## src/rtl/ofs_pkg.sv

```systemverilog
package ofs_pkg;

  typedef enum logic [2:0] {
    TS_IDLE = 3'd0,
    TS_T1   = 3'd1,
    TS_T2   = 3'd2,
    TS_T3   = 3'd3,
    TS_T4   = 3'd4
  } tstate_e;

  typedef struct packed {
    logic io_m_n;
    logic s1;
    logic s0;
  } bus_status_t;

  localparam bus_status_t STAT_OPFETCH = '{io_m_n: 1'b0, s1: 1'b1, s0: 1'b1};
  localparam bus_status_t STAT_IDLE    = '{io_m_n: 1'b0, s1: 1'b0, s0: 1'b0};

endpackage

```

## src/rtl/ofs_rst_sync.sv

```systemverilog
module ofs_rst_sync #(
  parameter int STAGES = 2
) (
  input  logic clk,
  input  logic rst_n,
  output logic rst_n_sync
);
  logic [STAGES-1:0] shreg;

  always_ff @(posedge clk or negedge rst_n) begin
    if (!rst_n) shreg <= '0;
    else        shreg <= {shreg[STAGES-2:0], 1'b1};
  end

  assign rst_n_sync = shreg[STAGES-1];
endmodule

```

## src/rtl/ofs_tstate_ctl.sv

```systemverilog
module ofs_tstate_ctl
  import ofs_pkg::*;
(
  input  logic    clk,
  input  logic    rst_n,
  input  logic    start,
  output tstate_e st,
  output logic    ld_addr,
  output logic    inc_pc,
  output logic    ld_ir
);
  tstate_e st_nxt;

  always_comb begin
    st_nxt = st;
    unique case (st)
      TS_IDLE: if (start) st_nxt = TS_T1;
      TS_T1:   st_nxt = TS_T2;
      TS_T2:   st_nxt = TS_T3;
      TS_T3:   st_nxt = TS_T4;
      TS_T4:   st_nxt = start ? TS_T1 : TS_IDLE;
      default: st_nxt = TS_IDLE;
    endcase
  end

  always_ff @(posedge clk or negedge rst_n) begin
    if (!rst_n) st <= TS_IDLE;
    else        st <= st_nxt;
  end

  assign ld_addr = (st_nxt == TS_T1);
  assign inc_pc  = (st == TS_T2);
  assign ld_ir   = (st == TS_T3);
endmodule

```

## src/rtl/ofs_datapath.sv

```systemverilog
module ofs_datapath #(
  parameter int          ADDR_W   = 16,
  parameter int          DATA_W   = 8,
  parameter int unsigned PC_RESET = 'h4080
) (
  input  logic              clk,
  input  logic              rst_n,
  input  logic              ld_addr,
  input  logic              inc_pc,
  input  logic              ld_ir,
  input  logic [DATA_W-1:0] ad_in,
  output logic [ADDR_W-1:0] fetch_addr,
  output logic [ADDR_W-1:0] pc,
  output logic [DATA_W-1:0] ir
);
  localparam logic [ADDR_W-1:0] PC_RST_V = PC_RESET[ADDR_W-1:0];
  localparam logic [ADDR_W-1:0] PC_ONE   = {{(ADDR_W-1){1'b0}}, 1'b1};

  logic [ADDR_W-1:0] pc_nxt;
  logic [ADDR_W-1:0] fa_nxt;
  logic [DATA_W-1:0] ir_nxt;

  always_comb begin
    pc_nxt = pc + PC_ONE;
    fa_nxt = pc;
    ir_nxt = ad_in;
  end

  always_ff @(posedge clk or negedge rst_n) begin
    if (!rst_n)      pc <= PC_RST_V;
    else if (inc_pc) pc <= pc_nxt;
  end

  always_ff @(posedge clk or negedge rst_n) begin
    if (!rst_n)       fetch_addr <= PC_RST_V;
    else if (ld_addr) fetch_addr <= fa_nxt;
  end

  always_ff @(posedge clk or negedge rst_n) begin
    if (!rst_n)     ir <= '0;
    else if (ld_ir) ir <= ir_nxt;
  end
endmodule

```

## src/rtl/ofs_bus_drv.sv

```systemverilog
module ofs_bus_drv
  import ofs_pkg::*;
#(
  parameter int ADDR_W = 16,
  parameter int DATA_W = 8
) (
  input  tstate_e                  st,
  input  logic [ADDR_W-1:0]        fetch_addr,
  output logic [ADDR_W-DATA_W-1:0] addr_hi,
  output logic [DATA_W-1:0]        ad_out,
  output logic                     ad_oe,
  output logic                     ale,
  output bus_status_t              status,
  output logic                     rd_n,
  output logic                     decode
);
  always_comb begin
    ale    = 1'b0;
    ad_oe  = 1'b0;
    rd_n   = 1'b1;
    decode = 1'b0;
    status = STAT_OPFETCH;
    unique case (st)
      TS_T1: begin
        ale   = 1'b1;
        ad_oe = 1'b1;
      end
      TS_T2, TS_T3: rd_n = 1'b0;
      TS_T4:        decode = 1'b1;
      default:      status = STAT_IDLE;
    endcase
  end

  assign addr_hi = fetch_addr[ADDR_W-1:DATA_W];
  assign ad_out  = fetch_addr[DATA_W-1:0];
endmodule

```

## src/rtl/ofetch_seq.sv

```systemverilog
module ofetch_seq
  import ofs_pkg::*;
#(
  parameter int          ADDR_W   = 16,
  parameter int          DATA_W   = 8,
  parameter int unsigned PC_RESET = 'h4080
) (
  input  logic                     clk,
  input  logic                     rst_n,
  input  logic                     start,
  input  logic [DATA_W-1:0]        ad_in,
  output logic [ADDR_W-DATA_W-1:0] addr_hi,
  output logic [DATA_W-1:0]        ad_out,
  output logic                     ad_oe,
  output logic                     ale,
  output logic                     io_m_n,
  output logic                     s1,
  output logic                     s0,
  output logic                     rd_n,
  output logic                     decode,
  output logic [DATA_W-1:0]        ir,
  output logic [ADDR_W-1:0]        pc
);
  logic              rst_n_s;
  tstate_e           st;
  logic              ld_addr;
  logic              inc_pc;
  logic              ld_ir;
  logic [ADDR_W-1:0] fetch_addr;
  bus_status_t       status;

  ofs_rst_sync #(.STAGES(2)) u_rst_sync (
    .clk        (clk),
    .rst_n      (rst_n),
    .rst_n_sync (rst_n_s)
  );

  ofs_tstate_ctl u_ctl (
    .clk     (clk),
    .rst_n   (rst_n_s),
    .start   (start),
    .st      (st),
    .ld_addr (ld_addr),
    .inc_pc  (inc_pc),
    .ld_ir   (ld_ir)
  );

  ofs_datapath #(.ADDR_W(ADDR_W), .DATA_W(DATA_W), .PC_RESET(PC_RESET)) u_dp (
    .clk        (clk),
    .rst_n      (rst_n_s),
    .ld_addr    (ld_addr),
    .inc_pc     (inc_pc),
    .ld_ir      (ld_ir),
    .ad_in      (ad_in),
    .fetch_addr (fetch_addr),
    .pc         (pc),
    .ir         (ir)
  );

  ofs_bus_drv #(.ADDR_W(ADDR_W), .DATA_W(DATA_W)) u_drv (
    .st         (st),
    .fetch_addr (fetch_addr),
    .addr_hi    (addr_hi),
    .ad_out     (ad_out),
    .ad_oe      (ad_oe),
    .ale        (ale),
    .status     (status),
    .rd_n       (rd_n),
    .decode     (decode)
  );

  assign io_m_n = status.io_m_n;
  assign s1     = status.s1;
  assign s0     = status.s0;
endmodule

```

## config.mk

```make
export PLATFORM = sky130hd
export DESIGN_NAME = ofetch_seq
export DESIGN_NICKNAME = d
export VERILOG_FILES = /design/src/rtl/ofs_pkg.sv /design/src/rtl/ofs_rst_sync.sv /design/src/rtl/ofs_tstate_ctl.sv /design/src/rtl/ofs_datapath.sv /design/src/rtl/ofs_bus_drv.sv /design/src/rtl/ofetch_seq.sv
export SDC_FILE = /design/constraint.sdc
export NUM_CORES = 1
export LEC_CHECK = 0
export CORE_AREA = 2 2 56 84
export CTS_BUF_LIST = sky130_fd_sc_hd__clkbuf_8
export CTS_CLUSTER_DIAMETER = 80
export DETAILED_ROUTE_END_ITERATION = 16
export DIE_AREA = 0 0 58 86
export PLACE_DENSITY = 0.78
export SYNTH_ARGS = -nofsm -noshare
export SYNTH_HDL_FRONTEND = slang
export SYNTH_HIERARCHICAL = 1
export SYNTH_SLANG_ARGS = --single-unit
```

## constraint.sdc

```tcl
create_clock -name clk -period 1.8 [get_ports clk]
set_clock_uncertainty 0.1 [all_clocks]
set_input_delay 0.54 -clock clk [delete_from_list [all_inputs] [get_ports clk]]
set_output_delay 0.54 -clock clk [all_outputs]
set_load 0.005 [all_outputs]
```

# After elaboration in Yosys (flattened, before gate mapping)
# Index checks and enable logic that the tools add are counted.
word_totals:
  ff_bits: 45
  word_cells: 21
  output_inout_bits: 47
  in_bits: 11
op_classes:
  reduce_logical: 3
  add_sub_neg: 1
  mux: 7
  n_eq_ne: 5
op_table:
  columns: ["op", "n"]
  rows:
  - ["16-bit by 1-bit adder with 16-bit output, second input constant", 1]
  - ["3-bit one-hot mux with 5 select lines", 1]
  - ["3-bit by 1-bit == test with 1-bit output, second input constant", 2]
  - ["3-bit by 2-bit == test with 1-bit output, second input constant", 2]
  - ["1-bit two-way mux", 4]
  - ["4-bit OR reduction", 1]
  - ["3-bit == test, second input constant", 1]
  - ["3-bit logical NOT", 1]
  - ["3-bit two-way mux", 1]
  - ["2-bit two-way mux", 1]
  - ["2-bit OR reduction", 1]

# Depth between registers and ports, before layout
# Gate-level depths: netlist (run 1).
depth:
  depth_word: 3
  mapped_depth: 6
  depth_no_buf: 5

# Modules after synthesis
# The synthesis (run 1) kept the hierarchy.
modules_own_cells:
  columns: ["module", "n_inst", "cells_per_inst", "seq_area_each_um2", "area_per_inst_um2"]
  rows:
  - ["ofs_datapath", 1, 113, 1006.0, 1602.8]
  - ["ofs_bus_drv", 1, 25, 0.0, 181.4]
  - ["ofs_tstate_ctl", 1, 13, 75.1, 127.6]
  - ["ofs_rst_sync", 1, 3, 50.0, 53.8]

# Least setup slack after synthesis (run 1)
# No wires, ideal clock.
synth_path:
  path_kind: "register -> register"
  from: "reg u_ctl.st[2]"
  to: "reg u_dp.pc[14]"
  path_stages_with_launch: 7
  synth_period_minus_slack_ns: 1.829
  required_time_ns: 1.625
  setup_time_ns: 0.075
  path_buffers: 1
  arrival_ns: 1.655
  path_slack_ns: -0.029
  cell_sequence: "dfrtp_1 -> nand2b_1 -> nor2_1 -> nand4_1 -> buf_6 -> nor4_1 -> xor2_1"
synth_via:
  elab_chain_cells: 1
synth_rtl:
  columns: ["element", "line", "rtl"]
  rows:
  - ["start: declaration", "ofs_tstate_ctl.sv:7", "output tstate_e st,"]
  - ["start signal: assignment", "ofs_tstate_ctl.sv:28", "else st <= st_nxt;"]
  - ["3-bit by 2-bit == test with 1-bit output", "ofs_tstate_ctl.sv:32", "assign inc_pc = (st == TS_T2);"]
  - ["named net inc_pc", "ofetch_seq.sv:27", "logic inc_pc;"]
  - ["end signal: assignment", "ofs_datapath.sv:31", "else if (inc_pc) pc <= pc_nxt;"]
  - ["end: declaration", "ofs_datapath.sv:13", "output logic [ADDR_W-1:0] pc,"]
# The timed path passes the listed nets, and every way through them passes these cells.
# A chain may end at the register's enable or synchronous reset.

# Worst setup path in the final report (run 1)
layout_path:
  from: "reg u_ctl.st[1]"
  to: "out s0"
layout_via:
  elab_chain_cells: 3
  word_cells_on_any_way: 6
  cone_classes: "4 x eq/ne; 1 x mux; 1 x reduce/logical"
layout_rtl:
  columns: ["element", "line", "rtl"]
  rows:
  - ["3-bit by 2-bit == test with 1-bit output, or another cell as far along", "ofs_bus_drv.sv:23", "unique case (st)"]
  - ["4-bit OR reduction (no line) *", null, null]
  - ["2-bit two-way mux *", "ofs_bus_drv.sv:23", null]
  - ["end: declaration", "ofetch_seq.sv:18", "output logic s0,"]
# Mark *: on every way between the ends. The rest lies on a longest branch, timed or not.

==> reports/results.tsv, run 1 <==
metric	value	unit
status	complete, but fails checks	
failed_checks	negative setup slack	
fp.dieW	58	um
worst-path-max-fanout	4	
synth_flop_cell	sky130_fd_sc_hd__dfrtp_1	
report.power.total	3.919	mW
post_dp_cell_area	2549	um2
cp-end-kind	primary output	
via_count	1499	
synthTopCellsByArea	sky130_fd_sc_hd__dfrtp_1 52%, sky130_fd_sc_hd__mux2_2 14%, sky130_fd_sc_hd__buf_4 7.3%, sky130_fd_sc_hd__dfstp_2 5.3%, sky130_fd_sc_hd__xor2_1 4.5%	
reg2reg_from	u_ctl/st[0]	
cts-root-to-sink-buffers	2	
yosysMostFrequentCell	sky130_fd_sc_hd__dfrtp_1	
io_buffer_count	56	
synth-edff-count	0	
holdCritPathClass	reg2async	
final_hold_viol_count	0	
async_sr_flop_fraction	1.000	
timing_max_transition_violations_final	0	
global_route_wire_length_before_repair	7672	um
insertion_delay	0.30	ns
synthesis.nets	166	
clock-root-buffer	sky130_fd_sc_hd__clkbuf_8	
powerDensity	1276	nW/um2
worst_setup_path_startpoint	u_ctl/st[1]	
postRouteAntennaNets	0	
pin_count	58	
fin_nets	254	
count_of_antenna_diodes_in_the_layout	0	
hpwl	2854	um
wl_per_cell	17.90	um
post-synth-top-area-cell	sky130_fd_sc_hd__dfrtp_1	
grt_start_max_net_pins	44	
ys_seq_area_frac	0.5754	
floorplan.initialDensity	0.4670	
layout_min_cycle_time	1.881	ns
cp-start-kind	register	
setup_viol	11	
netlist_instances	154	
syn_to_final_growth	56.21	%
clk_pin_slew_worst_paths	0.09	ns
setup_slack	-0.08147	ns
netlist_area	1966	um2
chip_height	86	um
cp.arrival	1.24	ns
core-area	4209	um2
cts.hold.buffers_added	0	
synthDistinctLibCells	24	
fraction_of_final_layout_cells_with_drive_strength_greater_than_1	0.4815	
critPathRequiredTime	1.16	ns
cts_tree	yes	
grt_overflow_total	0	
fmaxAchievable	0.5315	GHz
min_period_over_period	1.045	
timing.setup.critical_path_class	reg2out	
max-cap-violations	0	
syn-mean-instance-area	12.76	um2
routabilityCongestion	0.7212	
unrepaired_setup_endpoints_after_global_routing	yes	
vias_in_the_first_global_route	1518	
grt_use_total	0.2081	
leakage_power_figure	1.704	nW
dr.pass1.iters	4	
drcViolationCount	0	
ctsHtreeMaxLevel	2	
cts_sinks	45	
ir_worst_vdd	1104	uV
fin_hold_ws	0.1321	ns
netlist.area_leader.share	0.5220	
std_cell_rows	29	
yosys_warnings	6	
synth_top_cells_by_count	41 x sky130_fd_sc_hd__dfrtp_1, 25 x sky130_fd_sc_hd__mux2_2, 19 x sky130_fd_sc_hd__buf_4	
number_of_clock_buffers_inserted_by_tritoncts	5	
grt_antenna_before_repair	0	
vias_per_cell	5.187	
yosys_register_bits	45	
die_area	4988	um2
wirelength	5172	um
final_area	3070	um2
final_util	0.7295	
detailedRoute.firstIterationViolations	37	
==> final timing paths <==
check	to	slack (ns)	cells after the start
setup reg to reg	u_dp/pc[12]	-0.07	8
max in group asynchronous	u_rst_sync/shreg[1]	1.18	1
min in group clk	u_rst_sync/shreg[1]	0.26	0
hold reg to reg	u_dp/fetch_addr[11]	0.13	1
hold / removal	u_dp/fetch_addr[11]	0.13	1
setup / recovery	s0	-0.08	4
==> final cells by class <==
class | count | area, um2
Fill cell | 261 | 1139
Multi-Input combinational cell | 82 | 832.0
Sequential cell | 45 | 1140
Clock inverter | 3 | 17.52
Inverter | 4 | 15.01
Tap cell | 46 | 57.56
Timing Repair Buffer | 104 | 939.7
Clock buffer | 5 | 68.82
==> per-stage QoR <==
| step | cells | setup slack, ns | TNS, ns |
|---|---|---|---|
| finish | 289 | -0.08147 | -0.5521 |
| global route | 289 | -0.1373 | -1.378 |
| CTS | 279 | -0.07301 | -0.1688 |
| detailed placement | 246 | -0.2326 | -3.747 |
| global placement | 246 | -0.1969 | -3.096 |
| floorplan | 154 | 0.03016 | 0 |
==> metal layers <==
layer | wire length [um] | global-route usage
met1 | 1980 | 0.2418
met2 | 2753 | 0.3605
met3 | 309 | 0.06787
met4 | 128 | 0.06131
met5 | 0 | 0
==> registers in the layout, indices dropped and copies added (netlist names) <==
register,count
u_rst_sync/shreg,2
u_dp/ir,8
u_dp/fetch_addr,16
u_dp/pc,16
u_ctl/st,3
==> power breakdown <==
group | leakage, nW | internal (mW) | total (mW) | switching [mW]
logic | 1.11 | 1.08 | 1.90 | 0.822
registers | 0.550 | 1.27 | 1.41 | 0.141
clock network | 0.0439 | 0.268 | 0.612 | 0.344
==> kinds of logic after synthesis <==
kind of cell               Yosys count  share of synthesized area
DFF                                 45                     0.5754
and+or+nand+nor                     36                     0.1006
buffers and inverters               27                    0.09230
muxes                               25                     0.1432
xor gates and xnor gates            17                    0.07575
other                                2                   0.003821
adders and majority gates            1                   0.006364
AOI/OAI and AO/OA                    1                   0.002544
==> cell usage in the layout, fill, tap and decap left out, types with 3 or more instances in the layout <==
master                            instances
sky130_fd_sc_hd__dfrtp_2                  7
sky130_fd_sc_hd__dlymetal6s2s_1          10
sky130_fd_sc_hd__clkbuf_8                 5
sky130_fd_sc_hd__nor4_4                   6
sky130_fd_sc_hd__xor2_1                  10
sky130_fd_sc_hd__mux2_2                  25
sky130_fd_sc_hd__clkdlybuf4s50_1         10
sky130_fd_sc_hd__buf_6                    9
sky130_fd_sc_hd__nand4_1                  7
sky130_fd_sc_hd__dfstp_2                  4
sky130_fd_sc_hd__nor3_4                   3
sky130_fd_sc_hd__nor2_1                   3
sky130_fd_sc_hd__inv_1                    4
sky130_fd_sc_hd__dlygate4sd2_1           30
sky130_fd_sc_hd__buf_2                    4
sky130_fd_sc_hd__xnor2_1                  6
sky130_fd_sc_hd__dfrtp_1                 34
sky130_fd_sc_hd__buf_4                   38
sky130_fd_sc_hd__nand2_1                  5
==> repair_timing <==
| action | 4_1_cts | 5_1_grt |
|---|---|---|
| gates resized for setup | 76 | 31 |
| pin swaps | 10 | 14 |
| setup buffers | 24 | 10 |
| setup endpoints to repair | 45 | 25 |
| cloned | 1 | 0 |
==> critical path: stages (launching register included) <==
cell and delay (ns):
sky130_fd_sc_hd__dfrtp_1 0.42, sky130_fd_sc_hd__nor2_2 0.13, sky130_fd_sc_hd__buf_4 0.14, sky130_fd_sc_hd__xnor2_2 0.11, sky130_fd_sc_hd__buf_2 0.15
(Power assumes the default switching activity.)
==> run 2: changes to the inputs <==
ABC_CLOCK_PERIOD_IN_PS = 1800   (was unset)
==> results of run 2 <==
Same layout as run 1: the final DEF is identical, and so are final timing and power.
